File: config.mk
export PLATFORM = sky130hd
export DESIGN_NAME = wdog_top
export DESIGN_NICKNAME = d
export VERILOG_FILES = /design/src/rtl/wdog_pkg.sv /design/src/rtl/wdog_prescaler.sv /design/src/rtl/wdog_src_mux.sv /design/src/rtl/wdog_counter.sv /design/src/rtl/wdog_top.sv
export SDC_FILE = /design/constraint.sdc
export NUM_CORES = 1
export LEC_CHECK = 0
export ABC_AREA = 1
export ABC_CLOCK_PERIOD_IN_PS = 1600
export BUFFER_PORTS_ARGS = -buffer_cell sky130_fd_sc_hd__buf_2
export CAP_MARGIN = 20
export CORE_ASPECT_RATIO = 0.9
export CORE_MARGIN = 3
export CORE_UTILIZATION = 51
export DETAILED_ROUTE_END_ITERATION = 12
export PLACE_DENSITY_LB_ADDON = 0.1
export SLEW_MARGIN = 15
export SYNTH_ARGS = -nofsm -noshare
export SYNTH_HDL_FRONTEND = slang
export SYNTH_SLANG_ARGS = --single-unit
File: constraint.sdc
create_clock -name clk -period 1.6 [get_ports clk]
set_clock_uncertainty 0.2 [all_clocks]
set_input_delay 0.08 -clock clk [delete_from_list [all_inputs] [get_ports clk]]
set_output_delay 0.08 -clock clk [all_outputs]
set_load 0.01 [all_outputs]
File: src/rtl/wdog_pkg.sv
// Package: shared types for the watchdog timer.
// Assumes cfg_src_sel is a single static bit; enum gives its two codes names.
package wdog_pkg;

    typedef enum logic {
        SRC_OSC   = 1'b0,
        SRC_INSTR = 1'b1
    } wdog_src_e;

    // Width of the prescaler that makes the instruction clock from clk.
    localparam int unsigned PRESCALE_W = 2;

endpackage

File: src/rtl/wdog_prescaler.sv
// Module: wdog_prescaler
// Divides the block clock by 2^PRE_W and emits a one-cycle tick when the
// divider wraps. Holds while run is low; returns to zero on clr.
// Assumes clr and run are synchronous to clk.
module wdog_prescaler #(
    parameter int unsigned PRE_W = 2
) (
    input  logic clk,
    input  logic rst_n,
    input  logic run,
    input  logic clr,
    output logic tick_o
);

    localparam logic [PRE_W-1:0] PRE_TOP = {PRE_W{1'b1}};

    logic [PRE_W-1:0] pre_q;

    // Advance the divider when allowed to run, restart it on clear.
    always_ff @(posedge clk) begin
        if (!rst_n) begin
            pre_q <= '0;
        end else if (clr) begin
            pre_q <= '0;
        end else if (run) begin
            pre_q <= pre_q + 1'b1;
        end
    end

    // Tick on the cycle the divider sits at its top value while running.
    always_comb begin
        tick_o = run && (pre_q == PRE_TOP);
    end

endmodule

File: src/rtl/wdog_src_mux.sv
// Module: wdog_src_mux
// Picks the tick that drives the watchdog count and gates it with the
// global disable. Purely combinational; both tick inputs are one-cycle
// enables in the clk domain.
module wdog_src_mux
    import wdog_pkg::*;
(
    input  logic cfg_disable,
    input  logic cfg_src_sel,
    input  logic osc_tick,
    input  logic instr_tick,
    output logic tick_o
);

    wdog_src_e src;

    // Map the raw select bit onto the named source codes.
    always_comb begin
        src = wdog_src_e'(cfg_src_sel);
    end

    // Forward the selected tick unless the watchdog is switched off.
    always_comb begin
        unique case (src)
            SRC_INSTR: tick_o = instr_tick;
            default:   tick_o = osc_tick;
        endcase
        if (cfg_disable) begin
            tick_o = 1'b0;
        end
    end

endmodule

File: src/rtl/wdog_counter.sv
// Module: wdog_counter
// Counts source ticks up to one of 2^RATIO_W power-of-two terminal values,
// then pulses timeout for one cycle and starts again from zero.
// Assumes cfg_ratio is static while counting; clr has priority over tick.
module wdog_counter #(
    parameter int unsigned BASE_LOG2 = 13,
    parameter int unsigned RATIO_W   = 2,
    parameter int unsigned CNT_W     = BASE_LOG2 + (1 << RATIO_W) - 1
) (
    input  logic               clk,
    input  logic               rst_n,
    input  logic               clr,
    input  logic               tick,
    input  logic [RATIO_W-1:0] cfg_ratio,
    output logic [CNT_W-1:0]   count_o,
    output logic               timeout_o
);

    localparam int unsigned STEPS = 1 << RATIO_W;

    logic [CNT_W-1:0] cnt_q;
    logic             to_q;
    logic [STEPS-1:0] tc_hit;
    logic             at_end;

    // One terminal compare per selectable ratio.
    for (genvar g = 0; g < STEPS; g++) begin : g_term
        localparam logic [CNT_W-1:0] LAST = CNT_W'((64'd1 << (BASE_LOG2 + g)) - 64'd1);
        always_comb begin
            tc_hit[g] = (cnt_q == LAST);
        end
    end

    // Select the compare that belongs to the configured ratio.
    always_comb begin
        at_end = tc_hit[cfg_ratio];
    end

    // Count ticks, wrap at the terminal value and flag the expiry.
    always_ff @(posedge clk) begin
        if (!rst_n) begin
            cnt_q <= '0;
            to_q  <= 1'b0;
        end else if (clr) begin
            cnt_q <= '0;
            to_q  <= 1'b0;
        end else if (tick && at_end) begin
            cnt_q <= '0;
            to_q  <= 1'b1;
        end else if (tick) begin
            cnt_q <= cnt_q + 1'b1;
            to_q  <= 1'b0;
        end else begin
            to_q  <= 1'b0;
        end
    end

    assign count_o   = cnt_q;
    assign timeout_o = to_q;

endmodule

File: src/rtl/wdog_top.sv
// Module: wdog_top
// Watchdog timer: a prescaler makes the instruction clock, a mux picks the
// counting source, and a counter expires after 2^(BASE_LOG2+cfg_ratio)
// ticks. Configuration inputs are static; all inputs are synchronous to clk.
module wdog_top #(
    parameter int unsigned BASE_LOG2 = 13
) (
    input  logic       clk,
    input  logic       rst_n,
    input  logic       cfg_disable,
    input  logic       cfg_src_sel,
    input  logic [1:0] cfg_ratio,
    input  logic       osc_tick,
    input  logic       pwr_down,
    input  logic       sw_clear,
    output logic       wdt_timeout
);

    localparam int unsigned RATIO_W = 2;
    localparam int unsigned CNT_W   = BASE_LOG2 + (1 << RATIO_W) - 1;

    logic             clr_all;
    logic             instr_tick;
    logic             cnt_tick;
    logic [CNT_W-1:0] count_w;

    // Software clear and the disable option both restart the timer.
    always_comb begin
        clr_all = sw_clear || cfg_disable;
    end

    wdog_prescaler #(
        .PRE_W (wdog_pkg::PRESCALE_W)
    ) u_pre (
        .clk    (clk),
        .rst_n  (rst_n),
        .run    (!pwr_down),
        .clr    (clr_all),
        .tick_o (instr_tick)
    );

    wdog_src_mux u_mux (
        .cfg_disable (cfg_disable),
        .cfg_src_sel (cfg_src_sel),
        .osc_tick    (osc_tick),
        .instr_tick  (instr_tick),
        .tick_o      (cnt_tick)
    );

    wdog_counter #(
        .BASE_LOG2 (BASE_LOG2),
        .RATIO_W   (RATIO_W),
        .CNT_W     (CNT_W)
    ) u_cnt (
        .clk       (clk),
        .rst_n     (rst_n),
        .clr       (clr_all),
        .tick      (cnt_tick),
        .cfg_ratio (cfg_ratio),
        .count_o   (count_w),
        .timeout_o (wdt_timeout)
    );

endmodule

Yosys cells after proc, flatten, opt, wreduce, memory -nomap -nowiden
Cells that the tools add are included.
{ "totals": {"latchBits": 0, "regBits": 19, "n_memories": 0, "ramBits": 0, "romBits": 0, "inputBits": 9} }
{ "classes": {"n_mux": 5, "eq_ne": 5, "addsub": 2, "div": 0, "n_shift": 0, "n_mul": 0, "reduce_logical": 6, "n_lt_le_gt_ge": 1, "bitwise_logic": 1} }
{ "op_table": {"columns": ["operator", "n"], "rows": [
  ["$add A16 B1 Y16 const B", 1],
  ["$eq A16 B13 Y1 const B", 1],
  ["$eq A16 B14 Y1 const B", 1],
  ["$eq A16 B15 Y1 const B", 1],
  ["$eq A16 B16 Y1 const B", 1],
  ["$mux W1", 4],
  ["$lt A2 B3 Y1 const B", 1],
  ["$reduce_or A3 Y1", 1],
  ["$add A2 B1 Y2 const B", 1],
  ["$bmux W1 S2", 1],
  ["$eq A2 B2 Y1 const B", 1],
  ["$logic_and A1 B1 Y1", 2],
  ["$reduce_or A2 Y1", 1],
  ["$logic_not A1 Y1", 1],
  ["$logic_or A1 B1 Y1", 1],
  ["$not A1 Y1", 1]
]} }

Longest topological paths before layout
Gate-level depths: netlist of run 1.
{ "logic_depth": {"word_depth": 6, "ltp_mapped": 9, "depth_no_buf": 9} }

Hierarchy
A second synthesis of run 1 with hierarchy kept.
{ "hier_totals": {"hier_cells": 173, "hier_area_um2": 1102.3} }
{ "modules_own_cells": {"columns": ["module", "cells_per_inst", "seq_area_each_um2", "instances", "area_per_inst_um2"], "rows": [
  ["wdog_counter", 147, 340.3, 1, 957.2],
  ["wdog_prescaler", 16, 40.0, 1, 105.1],
  ["wdog_src_mux", 6, 0.0, 1, 25.0],
  ["wdog_top", 4, 0.0, 1, 15.0]
]} }

Least setup slack after synthesis of run 1
Ideal clock, no wire load.
{ "synth_timing": {"kind": "register -> register", "from": "register u_cnt.cnt_q[0], in the netlist u_cnt.count_o[0]", "to": "register u_cnt.cnt_q[12], in the netlist u_cnt.count_o[12]", "slack_ns": 0.029, "n_path_buf": 1, "stages_incl_launch_ff": 10, "period_less_slack_ns": 1.571, "arrival_ns": 1.255, "path_cell_list": "dfxtp_1 ha_1 nand3_2 nor2_2 nand3_2 nor2_2 nand2_2 nand2_4 buf_8 nor2_1"} }
{ "synth_via": {"elab_chain_cells": 5} }
{ "synth_rtl": {"columns": ["item", "line_no", "text"], "rows": [
  ["start: declaration", "wdog_counter.sv:21", "logic [CNT_W-1:0] cnt_q;"],
  ["start signal: assignment", "wdog_counter.sv:51", "cnt_q <= cnt_q + 1'b1;"],
  ["$eq A16 B13 Y1 (tied with other cells)", "wdog_counter.sv:30", "tc_hit[g] = (cnt_q == LAST);"],
  ["$bmux W1 S2", "wdog_counter.sv:36", "at_end = tc_hit[cfg_ratio];"],
  ["$mux W1 (implied by the code)", "wdog_counter.sv:36", null],
  ["$logic_and A1 B1 Y1", "wdog_counter.sv:47", "end else if (tick && at_end) begin"],
  ["$reduce_or A3 Y1 (no source line)", null, null]
]} }
Several ways; a longest one is shown, not always the timed one. The select of a mux whose other input is x is not followed.
A chain may end at the register's enable or synchronous reset.

Final worst setup path of run 1
{ "layout_timing": {"from": "register u_cnt.cnt_q[1], in the netlist u_cnt.count_o[1]", "to": "register u_cnt.cnt_q[0], in the netlist u_cnt.count_o[0]"} }
{ "layout_via": {"elab_chain_cells": 5} }
{ "layout_rtl": {"columns": ["item", "line_no"], "rows": [
  ["$eq A16 B13 Y1 (tied with other cells)", "wdog_counter.sv:30"],
  ["$bmux W1 S2 (*)", "wdog_counter.sv:36"],
  ["$mux W1 (implied by the code) (*)", "wdog_counter.sv:36"],
  ["$logic_and A1 B1 Y1 (*)", "wdog_counter.sv:47"],
  ["$reduce_or A3 Y1 (no source line) (*)", null]
]} }
Mark *: on every way between the ends. The rest lies on a longest branch, timed or not. The select of a mux whose other input is x is not followed.

==> results of run 1 <==
==> state kept, by name (all words and copies together) (netlist names) <==
signal / cells
u_pre.pre_q: 2
u_cnt.count_o: 16
u_cnt.timeout_o: 1
==> Yosys cell counts, drive strengths merged <==
master,instances
dfxtp,19
nor2,35
nand2,52
xor2,5
nand4,3
nand3,9
o31ai,1
ha,2
inv,18
xnor2,3
a21oi,9
nor3,1
o21ai,3
buf,1
==> cells by family after synthesis <==
family                   synth area share, %
buffers and inverters                   7.67
AND/OR/NAND/NOR                         41.9
XOR/XNOR                                6.51
flip-flops                              35.3
adder cells (fa/ha/maj)                 2.33
AO/OA/AOI/OAI                           6.28
==> timing repair <==
| item | CTS | global route |
|---|---|---|
| setup endpoints to repair | 16 | 16 |
| setup buffers | 1 | 0 |
| resized for setup | 6 | 19 |
| hold buffers | 3 | 0 |
| cloned | 1 | 0 |
| hold endpoints to repair | 3 | 0 |
| pin swaps | 3 | 7 |
==> power breakdown <==
part	internal (mW)	switching, mW	leakage [nW]	total (mW)
clock network	0.0973	0.150	0.0150	0.247
logic	0.0241	0.0399	0.295	0.0640
registers	0.472	0.00110	0.155	0.474
==> how the worst min path moves through the flow <==
| stage | to | slack [ps] | depth (start not counted) |
|---|---|---|---|
| after floorplan | u_pre.pre_q[1] | 20 | 2 |
| after global placement | u_pre.pre_q[0] | 140 | 3 |
| after detailed placement | u_pre.pre_q[0] | 160 | 3 |
| after CTS | u_cnt.count_o[1] | 60 | 5 |
| after global routing | u_cnt.count_o[0] | 100 | 5 |
| final | u_cnt.timeout_o | 90 | 6 |
==> layout make-up <==
type	count	area share, %
well taps	25	2.37
multi-input cells	124	54.0
flip-flops and latches	19	29.3
repair buffers	14	6.81
inverters	18	5.49
clock buffers	4	1.99
==> routing by layer <==
layer	up-vias	GRT usage, %	share of wire, %
li1	542	-	-
met4	0	6.22	0.82
met1	444	23.3	47
met5	-	0	0
met2	18	33.3	48
met3	2	6.34	4.4
==> metrics by stage <==
stage	power, mW	hold slack [ps]	setup slack [ps]	utilization (%)	instance area (um^2)
global placement	0.532	141	16.1	58.7	1140
floorplan	0.517	20.5	29.3	-	1080
finish	0.785	87.9	19.8	67.8	1320
global route	0.840	104	-50.5	67.8	1320
CTS	0.790	60.0	11.8	64.1	1250
detailed placement	0.533	159	-33.3	58.7	1140
==> cells in the final DEF, fill, tap and decap left out, types with 2 or more instances in the layout <==
cell type / n
sky130_fd_sc_hd__nand2_4: 2
sky130_fd_sc_hd__nand4_1: 3
sky130_fd_sc_hd__nor2_2: 5
sky130_fd_sc_hd__nor2_1: 26
sky130_fd_sc_hd__o21ai_0: 3
sky130_fd_sc_hd__nand3_1: 7
sky130_fd_sc_hd__dlygate4sd3_1: 3
sky130_fd_sc_hd__xnor2_1: 3
sky130_fd_sc_hd__inv_1: 17
sky130_fd_sc_hd__a21oi_2: 4
sky130_fd_sc_hd__nor2_4: 4
sky130_fd_sc_hd__xor2_1: 5
sky130_fd_sc_hd__buf_4: 2
sky130_fd_sc_hd__dfxtp_2: 3
sky130_fd_sc_hd__nand2_8: 2
sky130_fd_sc_hd__nand2_1: 47
sky130_fd_sc_hd__a21oi_1: 5
sky130_fd_sc_hd__buf_2: 9
sky130_fd_sc_hd__nand2_2: 2
sky130_fd_sc_hd__nand3_4: 2
sky130_fd_sc_hd__clkbuf_4: 3
sky130_fd_sc_hd__dfxtp_1: 15
==> critical path: stages, from the launching register on <==
cell,delay [ps]
sky130_fd_sc_hd__dfxtp_4,380
sky130_fd_sc_hd__ha_4,150
sky130_fd_sc_hd__nand3_4,80
sky130_fd_sc_hd__nor2_4,140
sky130_fd_sc_hd__nand3_4,100
sky130_fd_sc_hd__nor2_4,150
sky130_fd_sc_hd__nand2_4,110
sky130_fd_sc_hd__nand2_8,130
sky130_fd_sc_hd__a21oi_1,50
==> flow_summary.html, run 1 <==
<table>
<tr><th>Metric</th><th>Value</th></tr>
<tr><th colspan="2">Timing</th></tr>
<tr><td>Setup Total Neg Slack</td><td>0 ps</td></tr>
<tr><td>Final cycle utilization of the critical path</td><td>a little over nine tenths</td></tr>
<tr><td>Peak Freq</td><td>about 630 MHz</td></tr>
<tr><td>Slew Limit Fails</td><td>0</td></tr>
<tr><td>Remaining max-slew budget at the tightest pin</td><td>about four fifths</td></tr>
<tr><td>Worst-margin pin slew</td><td>~310 ps</td></tr>
<tr><td>Time the final worst path needs with I/O delays and setup</td><td>between 1500 and 2000 ps</td></tr>
<tr><td>Unrepaired setup endpoints after global routing</td><td>true</td></tr>
<tr><td>Setup violation total in the final timing report</td><td>0</td></tr>
<tr><td>Hold Fails Final Rpt</td><td>0</td></tr>
<tr><th colspan="2">Routing</th></tr>
<tr><td>Number of vias in the routed layout</td><td>around 1,000</td></tr>
<tr><td>Starting DRT DRC Count</td><td>15</td></tr>
<tr><td>Detailed-routing iteration count for the pre-antenna-repair pass</td><td>4</td></tr>
<tr><td>ANT nets after route</td><td>0</td></tr>
<tr><td>Post-detailed-route wirelength per cell</td><td>~11 um</td></tr>
<tr><td>Wirelength, routed</td><td>approximately 2300 um</td></tr>
<tr><td>Via density per instance</td><td>roughly 5</td></tr>
<tr><td>Post-route DRC violation count</td><td>0</td></tr>
<tr><th colspan="2">Setup path</th></tr>
<tr><td>Start of the worst register-to-register path</td><td>u_cnt.count_o[1]</td></tr>
<tr><td>Endpoint of the most critical register-to-register path</td><td>u_cnt.count_o[0]</td></tr>
<tr><td>CP Data Required Time</td><td>~1600 ps</td></tr>
<tr><td>Start point of the critical path</td><td>u_cnt.count_o[1]</td></tr>
<tr><td>Kind of launch point of the worst setup path</td><td>flip-flop</td></tr>
<tr><td>Number of cells on the worst reg-to-reg path</td><td>8</td></tr>
<tr><td>CP Max Fanout</td><td>8</td></tr>
<tr><td>Critical path destination</td><td>u_cnt.count_o[0]</td></tr>
<tr><td>Kind of critical path</td><td>flip-flop to flip-flop</td></tr>
<tr><td>Worst setup slack for register-to-register paths</td><td>20 ps</td></tr>
<tr><td>Endpoint arrival time on the critical path</td><td>around 1600 ps</td></tr>
<tr><td>Type of element capturing the critical path</td><td>flip-flop</td></tr>
<tr><th colspan="2">Global routing</th></tr>
<tr><td>Number of global-route vias before repair</td><td>919</td></tr>
<tr><td>GRT Resource Usage Total</td><td>19.9%</td></tr>
<tr><td>First-pass GRT wire length</td><td>3910 um</td></tr>
<tr><td>Antenna violations before repair</td><td>0</td></tr>
<tr><td>Total overflow reported by the global router</td><td>0</td></tr>
<tr><td>Pin count of the biggest net entering global routing</td><td>11</td></tr>
<tr><th colspan="2">Synth</th></tr>
<tr><td>Synthesized net count</td><td>between 150 and 200</td></tr>
<tr><td>Yosys synthesis warning count</td><td>0</td></tr>
<tr><td>Top cell type's share of synthesized area</td><td>approximately 35%</td></tr>
<tr><td>Count of cell types in the netlist</td><td>20</td></tr>
<tr><td>Syn Std Cell Area</td><td>approximately 1100 um^2</td></tr>
<tr><td>Cells taking the most area after synthesis</td><td>sky130_fd_sc_hd__dfxtp_1, sky130_fd_sc_hd__nand2_1, sky130_fd_sc_hd__nor2_1</td></tr>
<tr><td>Part of the Yosys area used for sequential elements</td><td>between 30% and 40%</td></tr>
<tr><td>#FFs+latches synth</td><td>19</td></tr>
<tr><td>Cell taking the most area after synthesis</td><td>sky130_fd_sc_hd__dfxtp_1</td></tr>
<tr><td>Mapped Cells</td><td>roughly 160</td></tr>
<tr><td>Syn avg cell area</td><td>6.68 um^2</td></tr>
<tr><th colspan="2">Clock network</th></tr>
<tr><td>Number of buffers inserted during clock tree synthesis</td><td>3</td></tr>
<tr><td>Num Clock Sinks</td><td>19</td></tr>
<tr><td>TritonCTS clock tree</td><td>built</td></tr>
<tr><td>Clock insertion delay at the later pin of the skew report</td><td>300 ps</td></tr>
<tr><td>Root Buffer</td><td>sky130_fd_sc_hd__clkbuf_4</td></tr>
<tr><td>Buffer depth of the longest clock path</td><td>2</td></tr>
<tr><td>Clock transition at the register clock pins on the worst setup and hold paths after CTS</td><td>~110 ps</td></tr>
<tr><td>H-tree depth</td><td>1</td></tr>
<tr><th colspan="2">Pwr</th></tr>
<tr><td>Pwr per Cell Area</td><td>roughly 590 nW/um^2</td></tr>
<tr><td>Static leakage</td><td>0.466 nW</td></tr>
<tr><td>Peak ir drop on the vdd network</td><td>approximately 0.00046 V</td></tr>
<tr><th colspan="2">Final layout</th></tr>
<tr><td>Share of final-layout standard cells stronger than drive strength 1</td><td>a little under a quarter</td></tr>
<tr><td>Ant. Diodes</td><td>0</td></tr>
<tr><td>Number of fill cells</td><td>166</td></tr>
<tr><td>Number of nets in the layout</td><td>191</td></tr>
<tr><td>Non-Filler Instances</td><td>204</td></tr>
<tr><td>Combined area of the multi-input logic cells</td><td>~710 um^2</td></tr>
<tr><td>Area added between synthesis and finish</td><td>22.9%</td></tr>
<tr><td>Sequential standard cell area</td><td>between 300 and 400 um^2</td></tr>
<tr><th colspan="2">Place</th></tr>
<tr><td>Final HPWL DP</td><td>1580 um</td></tr>
<tr><td>Port Buffers</td><td>9</td></tr>
<tr><td>Final weighted congestion in routability-driven placement</td><td>0.787</td></tr>
<tr><td>Placed Cells</td><td>a little under 200</td></tr>
<tr><th colspan="2">Outcome</th></tr>
<tr><td>Run status</td><td>completed</td></tr>
<tr><th colspan="2">Die</th></tr>
<tr><td>Starting utilization of the core area</td><td>55.1%</td></tr>
<tr><td>Count of standard-cell rows</td><td>15</td></tr>
<tr><td>I/O pin count</td><td>10</td></tr>
<tr><td>Die X-Extent</td><td>approximately 54 um</td></tr>
<tr><td>Placeable core region</td><td>roughly 2000 um^2</td></tr>
<tr><td>Die height</td><td>roughly 50 um</td></tr>
<tr><td>Die footprint</td><td>2700 um^2</td></tr>
<tr><th colspan="2">Flow run</th></tr>
<tr><td>Maximum Capacitance Violations</td><td>0</td></tr>
<tr><th colspan="2">Worst hold path</th></tr>
<tr><td>Startpoint of the tightest hold check path</td><td>cfg_ratio[1]</td></tr>
<tr><td>Classification of the worst-slack hold path</td><td>input pin to flip-flop</td></tr>
</table>
Power figures use the tool's default switching activity.
==> run 2: changes to the inputs <==
Settings changed: CORE_UTILIZATION 51 to 45, SYNTH_HIERARCHICAL set to 1.
==> run 2 against run 1 <==
The run now ends with setup timing left. Critical path type unchanged. First-iteration DRC count rose to 2.5 times the previous value. Highest routed layer unchanged. Worst hold slack worse by 45 ps. Sequential cell count unchanged. Area after synthesis up 2.4%.
==> flow_summary.html, run 2 <==
<table>
<tr><th>Metric</th><th>Value</th></tr>
<tr><th colspan="2">Setup path</th></tr>
<tr><td>Worst path top cell family by delay</td><td>simple AND/OR/NAND/NOR gates</td></tr>
<tr><td>Crit-path cells</td><td>ha_4, nand2_2, inv_2, inv_2, nand2_2, nand2_2, nor2_4, inv_4, nor2_4, nand3_2, nor2_2, nand2_2, nand2_4, nor2_1</td></tr>
<tr><td>CP peak stage delay</td><td>370 ps</td></tr>
<tr><td>Kind of critical path</td><td>flip-flop to flip-flop</td></tr>
<tr><td>Critical Path Slowest Stage Cell</td><td>sky130_fd_sc_hd__dfxtp_2</td></tr>
<tr><td>Worst setup slack for register-to-register paths</td><td>-250 ps</td></tr>
<tr><td>CP Max Fanout</td><td>8</td></tr>
<tr><td>Type of element capturing the critical path</td><td>flip-flop</td></tr>
<tr><td>Kind of launch point of the worst setup path</td><td>flip-flop</td></tr>
<tr><td>CP Data Required Time</td><td>1610 ps</td></tr>
<tr><td>Endpoint arrival time on the critical path</td><td>about 1900 ps</td></tr>
<tr><td>Dominant cell type by count on the critical path</td><td>sky130_fd_sc_hd__nand2_2</td></tr>
<tr><td>Buffering stage count on the worst path with inverters included</td><td>3</td></tr>
<tr><th colspan="2">Timing</th></tr>
<tr><td>Time the final worst path needs with I/O delays and setup</td><td>~1900 ps</td></tr>
<tr><td>Worst-margin pin slew</td><td>around 430 ps</td></tr>
<tr><td>Unrepaired setup endpoints after global routing</td><td>true</td></tr>
<tr><td>Slew Limit Fails</td><td>0</td></tr>
<tr><td>Final cycle utilization of the critical path</td><td>116%</td></tr>
<tr><td>Peak Freq</td><td>539 MHz</td></tr>
<tr><td>Hold Fails Final Rpt</td><td>0</td></tr>
<tr><td>Setup Total Neg Slack</td><td>-3980 ps</td></tr>
<tr><td>Setup violation total in the final timing report</td><td>17</td></tr>
<tr><td>Remaining max-slew budget at the tightest pin</td><td>between 70% and 80%</td></tr>
<tr><td>Worst Setup Slack, final</td><td>-255 ps</td></tr>
<tr><th colspan="2">Routing</th></tr>
<tr><td>Via density per instance</td><td>4.74</td></tr>
<tr><td>Starting DRT DRC Count</td><td>38</td></tr>
<tr><td>Post-route DRC violation count</td><td>0</td></tr>
<tr><td>Post-detailed-route wirelength per cell</td><td>11.2 um</td></tr>
<tr><td>ANT nets after route</td><td>0</td></tr>
<tr><td>Wirelength, routed</td><td>between 2000 and 3000 um</td></tr>
<tr><td>Detailed-routing iteration count for the pre-antenna-repair pass</td><td>4</td></tr>
<tr><td>Number of vias in the routed layout</td><td>roughly 1,100</td></tr>
<tr><th colspan="2">Synth</th></tr>
<tr><td>Count of cell types in the netlist</td><td>20</td></tr>
<tr><td>Cell taking the most area after synthesis</td><td>sky130_fd_sc_hd__dfxtp_1</td></tr>
<tr><td>#FFs+latches synth</td><td>19</td></tr>
<tr><td>Syn avg cell area</td><td>6.37 um^2</td></tr>
<tr><td>Dominant cell by count in the synthesized netlist</td><td>sky130_fd_sc_hd__nand2_1</td></tr>
<tr><td>Yosys synthesis warning count</td><td>6</td></tr>
<tr><td>Mapped Cells</td><td>173</td></tr>
<tr><td>Top cell type's share of synthesized area</td><td>between 30% and 40%</td></tr>
<tr><td>Number of flops mapped to enable cells by yosys</td><td>0</td></tr>
<tr><td>Most common flop cell mapped by yosys</td><td>sky130_fd_sc_hd__dfxtp_1</td></tr>
<tr><td>Cells taking the most area after synthesis</td><td>sky130_fd_sc_hd__dfxtp_1, sky130_fd_sc_hd__nand2_1, sky130_fd_sc_hd__nor2_1</td></tr>
<tr><td>Synthesized net count</td><td>184</td></tr>
<tr><td>Part of the Yosys area used for sequential elements</td><td>approximately a third</td></tr>
<tr><td>Asr flop ratio synth</td><td>0%</td></tr>
<tr><td>Syn Std Cell Area</td><td>1100 um^2</td></tr>
<tr><td>Top cell types by occurrence after synthesis</td><td>sky130_fd_sc_hd__nand2_1, sky130_fd_sc_hd__nor2_1, sky130_fd_sc_hd__inv_1</td></tr>
<tr><th colspan="2">Die</th></tr>
<tr><td>Die height</td><td>approximately 53 um</td></tr>
<tr><td>Placeable core region</td><td>roughly 2200 um^2</td></tr>
<tr><td>Count of standard-cell rows</td><td>16</td></tr>
<tr><td>I/O pin count</td><td>10</td></tr>
<tr><td>Die X-Extent</td><td>roughly 58 um</td></tr>
<tr><td>Starting utilization of the core area</td><td>49.2%</td></tr>
<tr><td>Die footprint</td><td>a little over 3000 um^2</td></tr>
<tr><th colspan="2">Final layout</th></tr>
<tr><td>Final core occ</td><td>63.4%</td></tr>
<tr><td>Area added between synthesis and finish</td><td>29.1%</td></tr>
<tr><td>Number of fill cells</td><td>between 200 and 250</td></tr>
<tr><td>Max FFs per register</td><td>16</td></tr>
<tr><td>Ant. Diodes</td><td>0</td></tr>
<tr><td>Share of final-layout standard cells stronger than drive strength 1</td><td>~30%</td></tr>
<tr><td>Number of nets in the layout</td><td>~210</td></tr>
<tr><td>Most frequent cells in the layout</td><td>sky130_fd_sc_hd__nand2_1, sky130_fd_sc_hd__inv_1, sky130_fd_sc_hd__nor2_1, sky130_fd_sc_hd__dfxtp_1</td></tr>
<tr><td>Leading cell type in the layout, fill and taps excluded</td><td>sky130_fd_sc_hd__nand2_1</td></tr>
<tr><th colspan="2">Place</th></tr>
<tr><td>Final HPWL DP</td><td>~1800 um</td></tr>
<tr><td>Final weighted congestion in routability-driven placement</td><td>0.763</td></tr>
<tr><td>Post-place setup slack</td><td>-323 ps</td></tr>
<tr><td>Port Buffers</td><td>9</td></tr>
<tr><th colspan="2">Pwr</th></tr>
<tr><td>Peak ir drop on the vdd network</td><td>0.000498 V</td></tr>
<tr><td>Internal power component</td><td>around 600 uW</td></tr>
<tr><td>Static leakage</td><td>0.562 nW</td></tr>
<tr><td>Share of power burned in the clock network</td><td>about a third</td></tr>
<tr><td>Reported net switching power</td><td>approximately 200 uW</td></tr>
<tr><td>Pwr per Cell Area</td><td>~570 nW/um^2</td></tr>
<tr><td>Overall power consumption</td><td>just over 800 uW</td></tr>
<tr><td>Switching fraction of total power</td><td>24.8%</td></tr>
<tr><td>Part of the power in combinational logic</td><td>under 10%</td></tr>
<tr><td>Sequential power share</td><td>around 59%</td></tr>
<tr><th colspan="2">Clock network</th></tr>
<tr><td>Clock transition at the register clock pins on the worst setup and hold paths after CTS</td><td>110 ps</td></tr>
<tr><td>TritonCTS clock tree</td><td>built</td></tr>
<tr><td>H-tree depth</td><td>1</td></tr>
<tr><td>Buffer depth of the longest clock path</td><td>2</td></tr>
<tr><td>Num Clock Sinks</td><td>19</td></tr>
<tr><td>Number of buffers inserted during clock tree synthesis</td><td>3</td></tr>
<tr><td>Root Buffer</td><td>sky130_fd_sc_hd__clkbuf_4</td></tr>
<tr><td>Clock insertion delay at the later pin of the skew report</td><td>310 ps</td></tr>
<tr><th colspan="2">Global routing</th></tr>
<tr><td>Pin count of the biggest net entering global routing</td><td>13</td></tr>
<tr><td>First-pass GRT wire length</td><td>approximately 4600 um</td></tr>
<tr><td>Antenna violations before repair</td><td>0</td></tr>
<tr><td>Total overflow reported by the global router</td><td>0</td></tr>
<tr><td>Number of global-route vias before repair</td><td>between 1,000 and 1,500</td></tr>
<tr><td>GRT Resource Usage Total</td><td>between 10% and 20%</td></tr>
<tr><th colspan="2">Flow run</th></tr>
<tr><td>Maximum Capacitance Violations</td><td>0</td></tr>
<tr><th colspan="2">Outcome</th></tr>
<tr><td>Run status</td><td>finished with violations</td></tr>
<tr><td>Failing checks</td><td>setup timing</td></tr>
<tr><th colspan="2">Worst hold path</th></tr>
<tr><td>Classification of the worst-slack hold path</td><td>input pin to flip-flop</td></tr>
</table>
[run 2: cell types whose count changed after synthesis, moves of 2 or more]
| cell | delta |
|---|---|
| sky130_fd_sc_hd__nor2_4 | +2 |
| sky130_fd_sc_hd__nand3_2 | -2 |
| sky130_fd_sc_hd__nor3_1 | +2 |
| sky130_fd_sc_hd__nand3_1 | +4 |
| sky130_fd_sc_hd__inv_1 | +11 |
| sky130_fd_sc_hd__nand2_1 | +7 |
| sky130_fd_sc_hd__nand2_2 | -2 |
| sky130_fd_sc_hd__a21oi_1 | -7 |
| sky130_fd_sc_hd__nor2_2 | -3 |
[run 2: final timing paths]
check / end / cells after the start / startpoint
setup reg to reg: u_cnt/count_o[8] / 14 / u_pre/pre_q[0]
setup / recovery: u_cnt/count_o[8] / 14 / u_pre/pre_q[0]
hold / removal: u_cnt/timeout_o / 5 / cfg_ratio[1]
hold reg to reg: u_pre/pre_q[1] / 2 / u_pre/pre_q[1]
[run 2: worst reg2reg max path, delay by kind of cell, from the launching register on]
family | cells | cell delay [ps]
fa+ha+maj | 1 | 130
flops | 1 | 370
simple gates | 10 | 930
buf+inv | 3 | 150
[run 2: power groups by stage]
stage / logic, mW / registers (mW) / clock network, mW
detailed placement: 0.0553 / 0.486 / 0
global placement: 0.0542 / 0.486 / 0
CTS: 0.0714 / 0.475 / 0.267
global route: 0.0862 / 0.476 / 0.279
finish: 0.0778 / 0.475 / 0.253
floorplan: 0.0355 / 0.486 / 0
[run 2: through the flow]
stage / hold slack, ps / instance area (um^2) / cells
2_1_floorplan: 20.1 / 1110 / 173
3_3_place_gp: 145 / 1220 / 215
3_5_place_dp: 154 / 1220 / 215
4_1_cts: 20.0 / 1350 / 227
5_1_grt: 65.3 / 1420 / 226
6_report: 42.8 / 1420 / 226
[run 2: area by class of cell]
class	instances	area [um^2]	area share (%)
Clock buffer	3	22.5	1.58
Inverter	30	115	8.09
Clock inverter	1	7.51	0.528
Tap cell	27	33.8	2.37
Multi-Input combinational cell	123	701	49.3
Timing Repair Buffer	23	160	11.3
Sequential cell	19	383	26.9
[run 2: what timing repair did]
item / 4_1_cts / 5_1_grt
endpoints found under the setup margin: 17 / 18
endpoints found under the hold margin: 3 / 0
cloned: 1 / 0
pin swaps: 4 / 8
hold buffers: 5 / 0
gates resized for setup: 9 / 26
buffers inserted: 2 / 0
[run 2: per-layer routing]
layer  share of wire (%)  vias up  wire [um]  global-route usage, %
met5                   0        -          0                      0
met3                 3.5        6         89                   5.61
met1                  44      484       1110                   20.4
met2                  51       13       1290                   36.3
met4                 1.8        0         46                   9.65
li1                    -      568          -                      -
[run 2: kinds of logic (layout without fill, tap and decap cells)]
group	after synthesis	after routing	share of synthesized area, %
multiplexers	1	1	0.908
buffers and inverters	32	57	12.6
AO/OA/AOI/OAI	6	6	2.95
XOR/XNOR	7	7	5.56
adder cells (fa/ha/maj)	2	2	2.27
AND/OR/NAND/NOR	106	107	41.2
flip-flops	19	19	34.5
==> run 3: changes to the inputs <==
Settings changed: CELL_PAD_IN_SITES_DETAIL_PLACEMENT set to 0, CELL_PAD_IN_SITES_GLOBAL_PLACEMENT set to 1, CORE_UTILIZATION 45 to 38, CTS_BUF_LIST set to sky130_fd_sc_hd__clkbuf_8.
==> run 3 against run 2 <==
The flow still finishes with violations (setup timing). Worst hold slack got worse by 2.3 ps. Setup slack improved by 53 ps. Global-route usage decreased by 5.1 points. Sequential power about the same.
==> flow_summary.html, run 3 (synthesis results as in run 2) <==
<table>
<tr><th>Metric</th><th>Value</th></tr>
<tr><th colspan="2">Clock network</th></tr>
<tr><td>Clock insertion delay at the later pin of the skew report</td><td>260 ps</td></tr>
<tr><td>Num Clock Sinks</td><td>19</td></tr>
<tr><td>TritonCTS clock tree</td><td>built</td></tr>
<tr><td>Buffer depth of the longest clock path</td><td>2</td></tr>
<tr><td>H-tree depth</td><td>1</td></tr>
<tr><td>Number of buffers inserted during clock tree synthesis</td><td>3</td></tr>
<tr><td>Root Buffer</td><td>sky130_fd_sc_hd__clkbuf_8</td></tr>
<tr><td>Clock transition at the register clock pins on the worst setup and hold paths after CTS</td><td>about 60 ps</td></tr>
<tr><th colspan="2">Timing</th></tr>
<tr><td>Hold Fails Final Rpt</td><td>0</td></tr>
<tr><td>Time the final worst path needs with I/O delays and setup</td><td>1800 ps</td></tr>
<tr><td>Remaining max-slew budget at the tightest pin</td><td>roughly three quarters</td></tr>
<tr><td>Setup violation total in the final timing report</td><td>17</td></tr>
<tr><td>Peak Freq</td><td>between 500 and 600 MHz</td></tr>
<tr><td>Worst Setup Slack, final</td><td>-202 ps</td></tr>
<tr><td>Final cycle utilization of the critical path</td><td>113%</td></tr>
<tr><td>Worst-margin pin slew</td><td>roughly 390 ps</td></tr>
<tr><td>Slew Limit Fails</td><td>0</td></tr>
<tr><td>Unrepaired setup endpoints after global routing</td><td>true</td></tr>
<tr><td>Setup Total Neg Slack</td><td>-3220 ps</td></tr>
<tr><th colspan="2">Setup path</th></tr>
<tr><td>Start of the worst register-to-register path</td><td>u_pre/pre_q[0]</td></tr>
<tr><td>Number of cells on the worst reg-to-reg path</td><td>14</td></tr>
<tr><td>Endpoint arrival time on the critical path</td><td>1750 ps</td></tr>
<tr><td>Worst setup slack for register-to-register paths</td><td>-200 ps</td></tr>
<tr><td>Kind of critical path</td><td>flip-flop to flip-flop</td></tr>
<tr><td>Endpoint of the most critical register-to-register path</td><td>u_cnt/count_o[4]</td></tr>
<tr><td>Worst path top cell family by delay</td><td>simple AND/OR/NAND/NOR gates</td></tr>
<tr><td>Kind of launch point of the worst setup path</td><td>flip-flop</td></tr>
<tr><td>Buffering stage count on the worst path with inverters included</td><td>3</td></tr>
<tr><td>Crit-path cells</td><td>ha_1, nand2_1, inv_1, inv_1, nand2_1, nand2_2, nor2_4, inv_4, nor2_1, nand3_1, nor2_2, nand2_2, nand2_4, nor2_1</td></tr>
<tr><td>Type of element capturing the critical path</td><td>flip-flop</td></tr>
<tr><td>CP Data Required Time</td><td>~1600 ps</td></tr>
<tr><td>Critical Path Slowest Stage Cell</td><td>sky130_fd_sc_hd__dfxtp_2</td></tr>
<tr><td>CP peak stage delay</td><td>340 ps</td></tr>
<tr><td>CP Max Fanout</td><td>8</td></tr>
<tr><th colspan="2">Global routing</th></tr>
<tr><td>First-pass GRT wire length</td><td>between 4000 and 5000 um</td></tr>
<tr><td>Number of global-route vias before repair</td><td>980</td></tr>
<tr><td>Total overflow reported by the global router</td><td>0</td></tr>
<tr><td>Antenna violations before repair</td><td>0</td></tr>
<tr><td>GRT Resource Usage Total</td><td>14.6%</td></tr>
<tr><td>Pin count of the biggest net entering global routing</td><td>11</td></tr>
<tr><th colspan="2">Worst hold path</th></tr>
<tr><td>Number of instances on the worst hold path</td><td>5</td></tr>
<tr><td>Startpoint of the tightest hold check path</td><td>pwr_down</td></tr>
<tr><td>Hold EP</td><td>u_pre/pre_q[1]</td></tr>
<tr><td>Classification of the worst-slack hold path</td><td>input pin to flip-flop</td></tr>
<tr><th colspan="2">Pwr</th></tr>
<tr><td>Peak ir drop on the vdd network</td><td>0.000362 V</td></tr>
<tr><td>Pwr per Cell Area</td><td>between 600 and 700 nW/um^2</td></tr>
<tr><td>Static leakage</td><td>roughly 0.58 nW</td></tr>
<tr><th colspan="2">Final layout</th></tr>
<tr><td>Max FFs per register</td><td>16</td></tr>
<tr><td>Share of final-layout standard cells stronger than drive strength 1</td><td>approximately a fifth</td></tr>
<tr><td>Final core occ</td><td>between 50% and 60%</td></tr>
<tr><td>Ant. Diodes</td><td>0</td></tr>
<tr><td>Leading cell type in the layout, fill and taps excluded</td><td>sky130_fd_sc_hd__nand2_1</td></tr>
<tr><td>Area added between synthesis and finish</td><td>24.7%</td></tr>
<tr><td>Number of nets in the layout</td><td>between 200 and 250</td></tr>
<tr><td>Most frequent cells in the layout</td><td>sky130_fd_sc_hd__nand2_1, sky130_fd_sc_hd__inv_1, sky130_fd_sc_hd__nor2_1, sky130_fd_sc_hd__dfxtp_1, sky130_fd_sc_hd__buf_4</td></tr>
<tr><td>Final instance area</td><td>between 1000 and 1500 um^2</td></tr>
<tr><td>Number of fill cells</td><td>around 280</td></tr>
<tr><th colspan="2">Routing</th></tr>
<tr><td>ANT nets after route</td><td>0</td></tr>
<tr><td>Detailed-routing iteration count for the pre-antenna-repair pass</td><td>4</td></tr>
<tr><td>Post-detailed-route wirelength per cell</td><td>~9.8 um</td></tr>
<tr><td>Number of vias in the routed layout</td><td>1,022</td></tr>
<tr><td>Post-route DRC violation count</td><td>0</td></tr>
<tr><td>Wirelength, routed</td><td>2320 um</td></tr>
<tr><td>Starting DRT DRC Count</td><td>30</td></tr>
<tr><td>Via density per instance</td><td>between 4 and 5</td></tr>
<tr><th colspan="2">Place</th></tr>
<tr><td>Final HPWL DP</td><td>1670 um</td></tr>
<tr><td>Placement-stage cell area</td><td>about 1200 um^2</td></tr>
<tr><td>Final weighted congestion in routability-driven placement</td><td>between 0.7 and 0.8</td></tr>
<tr><td>Port Buffers</td><td>9</td></tr>
<tr><th colspan="2">Flow run</th></tr>
<tr><td>Maximum Capacitance Violations</td><td>0</td></tr>
<tr><th colspan="2">Die</th></tr>
<tr><td>Die X-Extent</td><td>between 60 and 70 um</td></tr>
<tr><td>Placeable core region</td><td>2590 um^2</td></tr>
<tr><td>Count of standard-cell rows</td><td>17</td></tr>
<tr><td>Starting utilization of the core area</td><td>a little over two fifths</td></tr>
<tr><td>Die footprint</td><td>approximately 3600 um^2</td></tr>
<tr><td>Die height</td><td>~57 um</td></tr>
<tr><td>I/O pin count</td><td>10</td></tr>
<tr><th colspan="2">Outcome</th></tr>
<tr><td>Failing checks</td><td>setup timing</td></tr>
<tr><td>Run status</td><td>finished with violations</td></tr>
</table>
[run 3: cell types whose count changed in the layout (fill, tap and decap cells not counted), moves of 4 or more]
cell                      before  now
sky130_fd_sc_hd__nor2_1       19   26
sky130_fd_sc_hd__nand2_1      48   52
sky130_fd_sc_hd__nand2_2       7    3
sky130_fd_sc_hd__nor2_4       10    5
[run 3: worst max path at each step]
stage	from	to	depth (start not counted)
final	u_pre/pre_q[0]	u_cnt/count_o[4]	14
after global routing	u_pre/pre_q[0]	u_cnt/count_o[13]	14
after CTS	u_pre/pre_q[0]	u_cnt/count_o[1]	14
after detailed placement	u_pre/pre_q[0]	u_cnt/count_o[15]	14
after global placement	u_pre/pre_q[0]	u_cnt/count_o[15]	14
after floorplan	u_pre/pre_q[0]	u_cnt/count_o[11]	16
[run 3: what timing repair did]
action	CTS	global route
setup buffers	0	2
hold buffers	3	0
pin swaps	2	4
endpoints found under the hold margin	3	0
endpoints found under the setup margin	17	17
gates resized for setup	5	8
gates cloned	1	0
[run 3: per-stage QoR]
step / hold slack, ps / instances / worst slack (ps) / power [mW]
3_3_place_gp: 138 / 227 / -268 / 0.542
4_1_cts: 45.8 / 235 / -199 / 0.880
6_report: 40.5 / 237 / -202 / 0.874
2_1_floorplan: 20.1 / 173 / -215 / 0.521
5_1_grt: 69.4 / 237 / -352 / 0.918
3_5_place_dp: 147 / 227 / -305 / 0.543
[run 3: cell type report]
| cell class | instances | area, um^2 | share of cell area [%] |
|---|---|---|---|
| inverters | 30 | 115 | 8.37 |
| well taps | 38 | 47.5 | 3.46 |
| multi-input cells | 123 | 627 | 45.6 |
| flip-flops and latches | 19 | 383 | 27.8 |
| repair buffers | 23 | 158 | 11.5 |
| clock inverters | 1 | 3.75 | 0.273 |
| clock buffers | 3 | 41.3 | 3.00 |
[run 3: power breakdown]
group | leakage, nW | switching, mW | total, mW | internal, mW
logic | 0.397 | 0.0375 | 0.0725 | 0.0350
registers | 0.154 | 0.000804 | 0.475 | 0.474
clock network | 0.0269 | 0.155 | 0.326 | 0.171
total | 0.578 | 0.194 | 0.874 | 0.680
[run 3: worst reg2reg max path: stages, from the launching register on]
cell and delay [ps]:
sky130_fd_sc_hd__dfxtp_2 340, sky130_fd_sc_hd__ha_1 140, sky130_fd_sc_hd__nand2_1 50, sky130_fd_sc_hd__inv_1 40, sky130_fd_sc_hd__inv_1 30, sky130_fd_sc_hd__nand2_1 60, sky130_fd_sc_hd__nand2_2 60, sky130_fd_sc_hd__nor2_4 160
sky130_fd_sc_hd__inv_4 70, sky130_fd_sc_hd__nor2_1 80, sky130_fd_sc_hd__nand3_1 80, sky130_fd_sc_hd__nor2_2 90, sky130_fd_sc_hd__nand2_2 110, sky130_fd_sc_hd__nand2_4 140, sky130_fd_sc_hd__nor2_1 60
[run 3: per-layer routing]
| metal | GRT usage (%) | share of wire [%] | vias up |
|---|---|---|---|
| met5 | 0 | 0 | - |
| met4 | 3.14 | 0.35 | 0 |
| met3 | 4.13 | 2.3 | 2 |
| met2 | 25.8 | 49 | 7 |
| met1 | 17.7 | 48 | 447 |
| li1 | - | - | 566 |
